**src/rtl/addr_gen_pkg.sv**
```systemverilog
package addr_gen_pkg;

    localparam int ADDR_W  = 32;
    localparam int SEL_W   = 16;
    localparam int NSEG    = 6;
    localparam int PHYS_W  = 24;
    localparam int SHORT_W = 16;
    localparam int SUM_W   = ADDR_W + 5;
    localparam int REAL_W  = SEL_W + 4;
    localparam int SEGC_W  = 3;

    typedef enum logic [1:0] {
        RK_FETCH  = 2'd0,
        RK_STACK  = 2'd1,
        RK_STRDST = 2'd2,
        RK_DATA   = 2'd3
    } ref_kind_e;

    typedef enum logic [SEGC_W-1:0] {
        SG_EXTRA = 3'd0,
        SG_CODE  = 3'd1,
        SG_STACK = 3'd2,
        SG_DATA  = 3'd3,
        SG_AUX1  = 3'd4,
        SG_AUX2  = 3'd5
    } seg_code_e;

    // operand state entering the final adder
    typedef struct packed {
        logic [SUM_W-1:0]  term;
        logic [SUM_W-1:0]  disp;
        logic              wide;
        logic              prot;
        logic [ADDR_W-1:0] segb;
        logic              sp_idx;
    } partial_t;

    typedef struct packed {
        logic [ADDR_W-1:0] ea;
        logic [PHYS_W-1:0] phys;
        logic              fault;
    } result_t;

    function automatic seg_code_e default_seg(input ref_kind_e k);
        case (k)
            RK_FETCH:  return SG_CODE;
            RK_STACK:  return SG_STACK;
            RK_STRDST: return SG_EXTRA;
            default:   return SG_DATA;
        endcase
    endfunction

    function automatic logic [SUM_W-1:0] sext_disp(
        input logic [ADDR_W-1:0] d,
        input logic [1:0]        sz,
        input logic              wide
    );
        case (sz)
            2'd0:    return '0;
            2'd1:    return {{(SUM_W-8){d[7]}}, d[7:0]};
            2'd2:    return {{(SUM_W-SHORT_W){d[SHORT_W-1]}}, d[SHORT_W-1:0]};
            default: return wide ? {{(SUM_W-ADDR_W){d[ADDR_W-1]}}, d}
                                 : {{(SUM_W-SHORT_W){d[SHORT_W-1]}}, d[SHORT_W-1:0]};
        endcase
    endfunction

endpackage

```
**src/rtl/seg_pick.sv**
```systemverilog
module seg_pick
    import addr_gen_pkg::*;
(
    input  ref_kind_e                   kind,
    input  logic                        ovr_en,
    input  logic [SEGC_W-1:0]           ovr_code,
    input  logic                        prot,
    input  logic [NSEG*ADDR_W-1:0]      bases,
    input  logic [NSEG*SEL_W-1:0]       sels,
    output logic [ADDR_W-1:0]           segb
);
    logic [ADDR_W-1:0] base_arr [NSEG];
    logic [SEL_W-1:0]  sel_arr  [NSEG];

    for (genvar g = 0; g < NSEG; g++) begin : g_unpack
        assign base_arr[g] = bases[g*ADDR_W +: ADDR_W];
        assign sel_arr[g]  = sels[g*SEL_W +: SEL_W];
    end

    logic      ovr_ok;
    seg_code_e chosen;

    always_comb begin
        ovr_ok = ovr_en && (kind == RK_STACK || kind == RK_DATA)
                 && (int'(ovr_code) < NSEG);
        chosen = ovr_ok ? seg_code_e'(ovr_code) : default_seg(kind);
    end

    // real mode start is the selector times 16
    always_comb begin
        if (prot)
            segb = base_arr[chosen];
        else
            segb = {{(ADDR_W-REAL_W){1'b0}}, sel_arr[chosen], 4'b0000};
    end

endmodule

```
**src/rtl/ea_finish.sv**
```systemverilog
module ea_finish
    import addr_gen_pkg::*;
(
    input  partial_t p,
    output result_t  r
);
    logic [SUM_W-1:0]  total;
    logic              short_ovf;
    logic              real_ovf;
    logic [ADDR_W-1:0] lin;

    always_comb begin
        total     = p.term + p.disp;
        // negative sums show as the top bit set, large ones above bit 15
        short_ovf = !p.wide && (total[SUM_W-1] || (|total[SUM_W-2:SHORT_W]));
        r.ea      = p.wide ? total[ADDR_W-1:0]
                           : {{(ADDR_W-SHORT_W){1'b0}}, total[SHORT_W-1:0]};
        real_ovf  = !p.prot && (|r.ea[ADDR_W-1:SHORT_W]);
        lin       = p.segb + r.ea;
        r.phys    = p.prot ? lin[PHYS_W-1:0]
                           : {{(PHYS_W-REAL_W){1'b0}}, lin[REAL_W-1:0]};
        r.fault   = short_ovf || real_ovf || p.sp_idx;
    end

endmodule

```
**src/rtl/addr_gen.sv**
```systemverilog
module addr_gen
    import addr_gen_pkg::*;
(
    input  logic                    clk,
    input  logic                    rst,
    input  logic                    in_valid,
    output logic                    in_ready,
    input  logic                    base_en,
    input  logic [31:0]             base_val,
    input  logic                    idx_en,
    input  logic [2:0]              idx_reg,
    input  logic [31:0]             idx_val,
    input  logic [1:0]              scale,
    input  logic [31:0]             disp,
    input  logic [1:0]              disp_size,
    input  logic [1:0]              ref_kind,
    input  logic                    ovr_en,
    input  logic [2:0]              ovr_seg,
    input  logic                    prot_mode,
    input  logic                    addr32,
    input  logic [191:0]            seg_bases,
    input  logic [95:0]             seg_sels,
    output logic                    out_valid,
    output logic [31:0]             out_ea,
    output logic [23:0]             out_phys,
    output logic                    out_fault
);
    localparam logic [2:0] SP_REG = 3'd4;
    localparam int         PAD_W  = ADDR_W - SHORT_W;

    logic [ADDR_W-1:0] segb;
    logic [SUM_W-1:0]  b_ext, x_ext, d_ext;
    logic              slow, accept;
    partial_t          fresh, hold_q, fin_in;
    logic              hold_v;
    result_t           res;

    seg_pick u_seg (
        .kind     (ref_kind_e'(ref_kind)),
        .ovr_en   (ovr_en),
        .ovr_code (ovr_seg),
        .prot     (prot_mode),
        .bases    (seg_bases),
        .sels     (seg_sels),
        .segb     (segb)
    );

    always_comb begin
        b_ext = '0;
        x_ext = '0;
        if (base_en)
            b_ext = SUM_W'(addr32 ? base_val : {{PAD_W{1'b0}}, base_val[SHORT_W-1:0]});
        if (idx_en)
            x_ext = SUM_W'(addr32 ? idx_val : {{PAD_W{1'b0}}, idx_val[SHORT_W-1:0]}) << scale;
        d_ext = sext_disp(disp, disp_size, addr32);

        slow   = base_en && idx_en;
        accept = in_valid && !hold_v;

        fresh.term   = base_en ? b_ext : x_ext;
        fresh.disp   = d_ext;
        fresh.wide   = addr32;
        fresh.prot   = prot_mode;
        fresh.segb   = segb;
        fresh.sp_idx = addr32 && idx_en && (idx_reg == SP_REG);

        fin_in = hold_v ? hold_q : fresh;
    end

    ea_finish u_fin (
        .p (fin_in),
        .r (res)
    );

    always_ff @(posedge clk) begin
        if (rst) begin
            hold_v    <= 1'b0;
            hold_q    <= '0;
            out_valid <= 1'b0;
            out_ea    <= '0;
            out_phys  <= '0;
            out_fault <= 1'b0;
        end else begin
            hold_v <= accept && slow;
            if (accept && slow) begin
                hold_q      <= fresh;
                hold_q.term <= b_ext + x_ext;
            end
            out_valid <= hold_v || (accept && !slow);
            if (hold_v || (accept && !slow)) begin
                out_ea    <= res.ea;
                out_phys  <= res.phys;
                out_fault <= res.fault;
            end
        end
    end

    assign in_ready = !hold_v;

    p_stall_one_r9: assert property (@(posedge clk) disable iff (rst)
        (in_valid && in_ready && base_en && idx_en) |=> !in_ready ##1 in_ready);

    p_slow_lat_r9: assert property (@(posedge clk) disable iff (rst)
        (in_valid && in_ready && base_en && idx_en) |=> !out_valid ##1 out_valid);

    p_fast_lat_r9: assert property (@(posedge clk) disable iff (rst)
        (in_valid && in_ready && !(base_en && idx_en)) |=> out_valid);

    p_sp_index_r4: assert property (@(posedge clk) disable iff (rst)
        (in_valid && in_ready && !base_en && idx_en && addr32 && idx_reg == SP_REG)
        |=> out_fault);

    p_reset_idle_r10: assert property (@(posedge clk)
        rst |=> (!out_valid && in_ready));

endmodule

```
**config.mk**
```make
export PLATFORM = sky130hd
export DESIGN_NAME = addr_gen
export DESIGN_NICKNAME = d
export VERILOG_FILES = /design/src/rtl/addr_gen_pkg.sv /design/src/rtl/seg_pick.sv /design/src/rtl/ea_finish.sv /design/src/rtl/addr_gen.sv
export SDC_FILE = /design/constraint.sdc
export NUM_CORES = 1
export LEC_CHECK = 0
export BUFFER_PORTS_ARGS = -buffer_cell sky130_fd_sc_hd__buf_2
export CORE_AREA = 3 3 184 186
export CTS_CLUSTER_SIZE = 8
export DETAILED_ROUTE_END_ITERATION = 8
export DIE_AREA = 0 0 187 189
export HOLD_SLACK_MARGIN = 0.12
export PLACE_DENSITY = 0.72
export SYNTH_ARGS = -nofsm -noshare
export SYNTH_HDL_FRONTEND = slang
export SYNTH_SLANG_ARGS = --single-unit
```
**constraint.sdc**
```tcl
create_clock -name clk -period 16.16 [get_ports clk]
set_input_delay 2.424 -clock clk [delete_from_list [all_inputs] [get_ports clk]]
set_output_delay 2.424 -clock clk [all_outputs]
set_load 0.01 [all_outputs]
```
==> results.txt <==
* Post-layout instance area: about 0.017 mm^2
- For this run, asynchronously set or reset flops after synthesis account for 0.
- Summed over all cells, the static leakage comes to 8.338 nW.
* Placed Cells: 2774
* Layout Skew: between 0.015 and 0.02 ns
- Setup slack on the worst reg-to-reg path comes out at approximately 9.6 ns.
- FP Rows: 66
- Classification of the worst-slack hold path: register to register
* Routed via count divided by cell count: roughly 5.7
* Non-filler cells, final: approximately 2800
- The congestion estimate from routability-driven global placement came to between 0.9 and 1.
- During placement, the flow inserted port buffers numbering about 410.
* Cts hold-fix bufs: 0
- Number of sinks on the clock net: between 150 and 200
- Worst hold stages: 2
- Synthesis produced 2049 cells.
* Effective utilization at floorplan: 0.4490
* Worst setup margin: 7.653 ns
* Total core area: around 0.032 mm^2
- FF-to-FF End: out_phys[23]$_SDFFE_PP0P_
- Dividing total power by cell area gives a power density of between 80 and 90 mW/mm^2.
* Critical setup path kind: input port to register
- The cell area that synthesis handed to floorplanning was around 0.015 mm^2.
* Final count of negative-setup-slack endpoints: 0
- Once layout is complete, the utilization of the core stands at 0.5373.
- Count of routing violations after the opening detailed-route iteration: 1167
- Setup repair after global routing left no endpoint under its margin.
* Outcome: completed
- Top achievable clock speed: 0.1175 GHz
* Post-DP Area: between 0.015 and 0.02 mm^2
- Antenna violations before repair: 3
- Clock input transition at the sequential cells of the worst setup and hold paths: approximately 0.07 ns
- Via count: around 16000
- Detailed placer's ending HPWL: roughly 43000 um
- Max incr delay on CP: around 0.71 ns
* Inserted Clock Buffers: 17
- The H-tree generated during clock tree synthesis spans 4 levels.
- In the final routed layout, each cell accounts on average for roughly 19 um.
* Root buf cell: sky130_fd_sc_hd__clkbuf_16
* Seq/Total Area, Yosys: 0.2116
- Overall die height: ~190 um
- Once the clock tree was built, the resizer swapped 0 gates to a different size.
- Drt total wl: around 54000 um
- Ordered cell list for the critical path: buf_2 -> inv_1 -> ha_1 -> o21ai_2 -> a21oi_2 -> mux2i_4 -> buf_4 -> buf_4 -> o21ai_0 -> mux4_2 -> a21oi_1 -> ha_1 -> a21oi_1 -> a21oi_1 -> a2111oi_2 -> o21bai_1 -> a41oi_1 -> o21a_1 -> maj3_2 -> o221ai_2 -> a31oi_1 -> xnor2_1 -> a22o_1
- Post-CTS repair timing setup buffer count: 0
- Number of remaining DRC errors: 0
- Fraction of layout cells with a size suffix above 1: 0.2269
* Pin count of the biggest net entering global routing: 101
- Timing analysis after detailed placement gives a worst setup slack of roughly 7.3 ns.
- The clock passes through at most 2 buffers.
* Synthesized Nets: around 2500
- For hold timing, the worst endpoint is hold_q[88]$_SDFFE_PP0P_.
* Critical-path top delay cell: sky130_fd_sc_hd__buf_4
* Clock network latency to the later pin of the worst-skew pair: approximately 0.44 ns
- Yosys synthesis warning count: 0
* Count of cell types in the netlist: just over 70
* Final-stage net count: roughly 2900
* Beginning of the worst register-to-register path: hold_v$_SDFF_PP0_
- Pin slew with the least headroom to its limit: around 1.1 ns
* Boundary pin count: around 460
* Number of synthesized register bits: 154
- Dividing the synthesized area by the synthesized cell count gives between 7 and 8 um^2.
- Counting stages on the worst path, the most repeated cell is sky130_fd_sc_hd__a21oi_1.
- Post-route minimum period: approximately 8.5 ns
- At the worst endpoint, the required time is 16.48 ns.
- Total die area: roughly 0.035 mm^2
* Growth of design area from synthesis to finish: 19.66%
* Sum Neg Setup Slack: 0 ns
* Final hold viol count: 0
* Overall overflow remaining after global route: 0
- Headroom to the max-slew limit came out at 0.2867.
- Among all flip-flop cells after synthesis, the most frequent one is sky130_fd_sc_hd__dfxtp_1.
- Data arrives at the worst endpoint at between 8 and 9 ns.
- The detail route stage leaves a number of antenna-violating nets equal to 0.
- Horizontal extent of the die: ~190 um
- Worst Reg-to-Reg Cells: 23
* Portion of the clock cycle consumed by the worst path in the final layout: 0.5264
- Across every metal layer, demand over resource in global routing totals 0.2941.
- IR Drop Worst-Case VDD: between 0.00007 and 0.00008 V
- The first global-routing pass estimated ~83000 um of wire.
* CTS tree: yes
- The worst hold path begins at hold_q[88]$_SDFFE_PP0P_.
- STA classifies the critical path startpoint as an input port.
- Reported max-cap violation count: 0
- Max FO, Critical Path: around 70
* Max-slew violation count: 0
- Yosys mapped a number of flops with a built-in enable equal to 0.
- Pre-antenna DRT Iters: 5
- The worst setup path is captured at a register.
- The number of global-route vias before repair came to approximately 15000.
==> area by class of cell <==
class	instances	area, um^2
Antenna cell	3	7.507
Clock buffer	18	439.2
Clock inverter	12	172.7
Fill cell	3231	15020
Inverter	43	161.4
Multi-Input combinational cell	1703	10810
Sequential cell	154	3084
Tap cell	442	553.0
Timing Repair Buffer	432	2210
==> worst max-delay path, delay by kind of cell <==
family,cells,cell delay (ns)
AOI/OAI and AO/OA,13,3.25
adders and majority gates,3,0.86
xor gates and xnor gates,1,0.10
buffers and inverters,4,1.31
muxes,2,0.82
==> sequential cells by signal, indices dropped and copies added, names as in the netlist <==
name       flops
hold_q        95
out_ea        32
out_phys      24
hold_v         1
out_fault      1
out_valid      1
==> cell usage after synthesis (3+ instances only) <==
cell	count	area, um^2
sky130_fd_sc_hd__nand2_1	409	1535
sky130_fd_sc_hd__a21oi_1	200	1001
sky130_fd_sc_hd__dfxtp_1	154	3083
sky130_fd_sc_hd__nor2_1	148	555.5
sky130_fd_sc_hd__o21ai_0	139	695.7
sky130_fd_sc_hd__clkbuf_1	128	480.5
sky130_fd_sc_hd__ha_1	93	1164
sky130_fd_sc_hd__nand3_1	93	465.5
sky130_fd_sc_hd__xnor2_1	53	464.2
sky130_fd_sc_hd__mux2i_1	52	520.5
sky130_fd_sc_hd__a211oi_1	50	375.4
sky130_fd_sc_hd__and2_1	45	281.5
sky130_fd_sc_hd__a21o_1	42	315.3
sky130_fd_sc_hd__inv_1	42	157.7
sky130_fd_sc_hd__and3_1	41	256.5
sky130_fd_sc_hd__mux2_2	32	360.4
sky130_fd_sc_hd__xor2_1	29	254.0
sky130_fd_sc_hd__o21a_1	25	187.7
sky130_fd_sc_hd__mux4_2	24	540.5
sky130_fd_sc_hd__nor3_1	23	115.1
sky130_fd_sc_hd__a22o_1	22	192.7
sky130_fd_sc_hd__o211ai_1	22	165.2
sky130_fd_sc_hd__buf_1	19	71.32
sky130_fd_sc_hd__a311oi_1	18	157.7
sky130_fd_sc_hd__o21bai_1	17	127.6
sky130_fd_sc_hd__o211a_1	15	150.1
sky130_fd_sc_hd__nand2b_1	11	68.82
sky130_fd_sc_hd__nand4_1	11	68.82
sky130_fd_sc_hd__a31oi_1	10	62.56
sky130_fd_sc_hd__or3_1	9	56.30
sky130_fd_sc_hd__a211o_1	7	61.31
sky130_fd_sc_hd__nor2b_1	7	43.79
sky130_fd_sc_hd__o31ai_1	6	45.04
sky130_fd_sc_hd__fa_1	3	60.06
sky130_fd_sc_hd__o22ai_1	3	18.77
sky130_fd_sc_hd__or2_2	3	18.77
==> worst max path at each step <==
stage	start	end	slack, ns	cells past startpoint
5_1_grt	ref_kind[1]	out_phys[23]$_SDFFE_PP0P_	7.32	23
4_1_cts	ref_kind[1]	out_phys[23]$_SDFFE_PP0P_	7.78	23
3_3_place_gp	ref_kind[1]	out_phys[23]$_SDFFE_PP0P_	7.46	23
3_5_place_dp	ref_kind[1]	out_phys[23]$_SDFFE_PP0P_	7.35	23
6_report	ref_kind[1]	out_phys[23]$_SDFFE_PP0P_	7.65	23
2_1_floorplan	ref_kind[1]	out_phys[22]$_SDFFE_PP0P_	8.70	23
==> cells in the final DEF (no fill, tap or decap), types with 32 or more instances in the layout <==
master                       n
sky130_fd_sc_hd__a21oi_1   199
sky130_fd_sc_hd__a21o_1     42
sky130_fd_sc_hd__o21ai_0   139
sky130_fd_sc_hd__inv_1      42
sky130_fd_sc_hd__ha_1       93
sky130_fd_sc_hd__nand3_1    93
sky130_fd_sc_hd__and3_1     41
sky130_fd_sc_hd__mux2_2     32
sky130_fd_sc_hd__and2_1     44
sky130_fd_sc_hd__mux2i_1    52
sky130_fd_sc_hd__dfxtp_1   153
sky130_fd_sc_hd__xnor2_1    53
sky130_fd_sc_hd__nand2_1   409
sky130_fd_sc_hd__buf_2     413
sky130_fd_sc_hd__nor2_1    148
sky130_fd_sc_hd__a211oi_1   50
==> per-layer routing <==
layer / wire length [um] / up-vias / track usage
met1: 22240 / 7430 / 0.3599
li1: - / 7908 / -
met4: 1698 / 0 / 0.09538
met3: 3358 / 84 / 0.05295
met2: 26430 / 545 / 0.5240
met5: 0 / - / 0
==> kinds of logic (layout without fill, tap and decap cells) <==
| group | count (synthesis) | after routing | synth area share |
|---|---|---|---|
| and+or+nand+nor | 809 | 809 | 0.2430 |
| AOI/OAI and AO/OA | 605 | 605 | 0.2623 |
| buffers and inverters | 192 | 505 | 0.04980 |
| DFF | 154 | 154 | 0.2116 |
| muxes | 109 | 109 | 0.09849 |
| adders and majority gates | 98 | 98 | 0.08552 |
| xor gates and xnor gates | 82 | 82 | 0.04929 |
| other | 0 | 3 | 0 |
==> power by group <==
part,internal (mW),total (mW),switching (mW)
Combinational,0.280,0.689,0.409
Clock,0.261,0.433,0.173
Sequential,0.412,0.429,0.0167
==> stage by stage <==
step	hold slack [ns]	total power, mW
2_1_floorplan	0.4268	0.8998
3_3_place_gp	0.4354	1.107
3_5_place_dp	0.4405	1.117
4_1_cts	0.4486	1.551
5_1_grt	0.4661	1.644
6_report	0.4485	1.551
No activity file was read; power rests on OpenSTA's default activity.
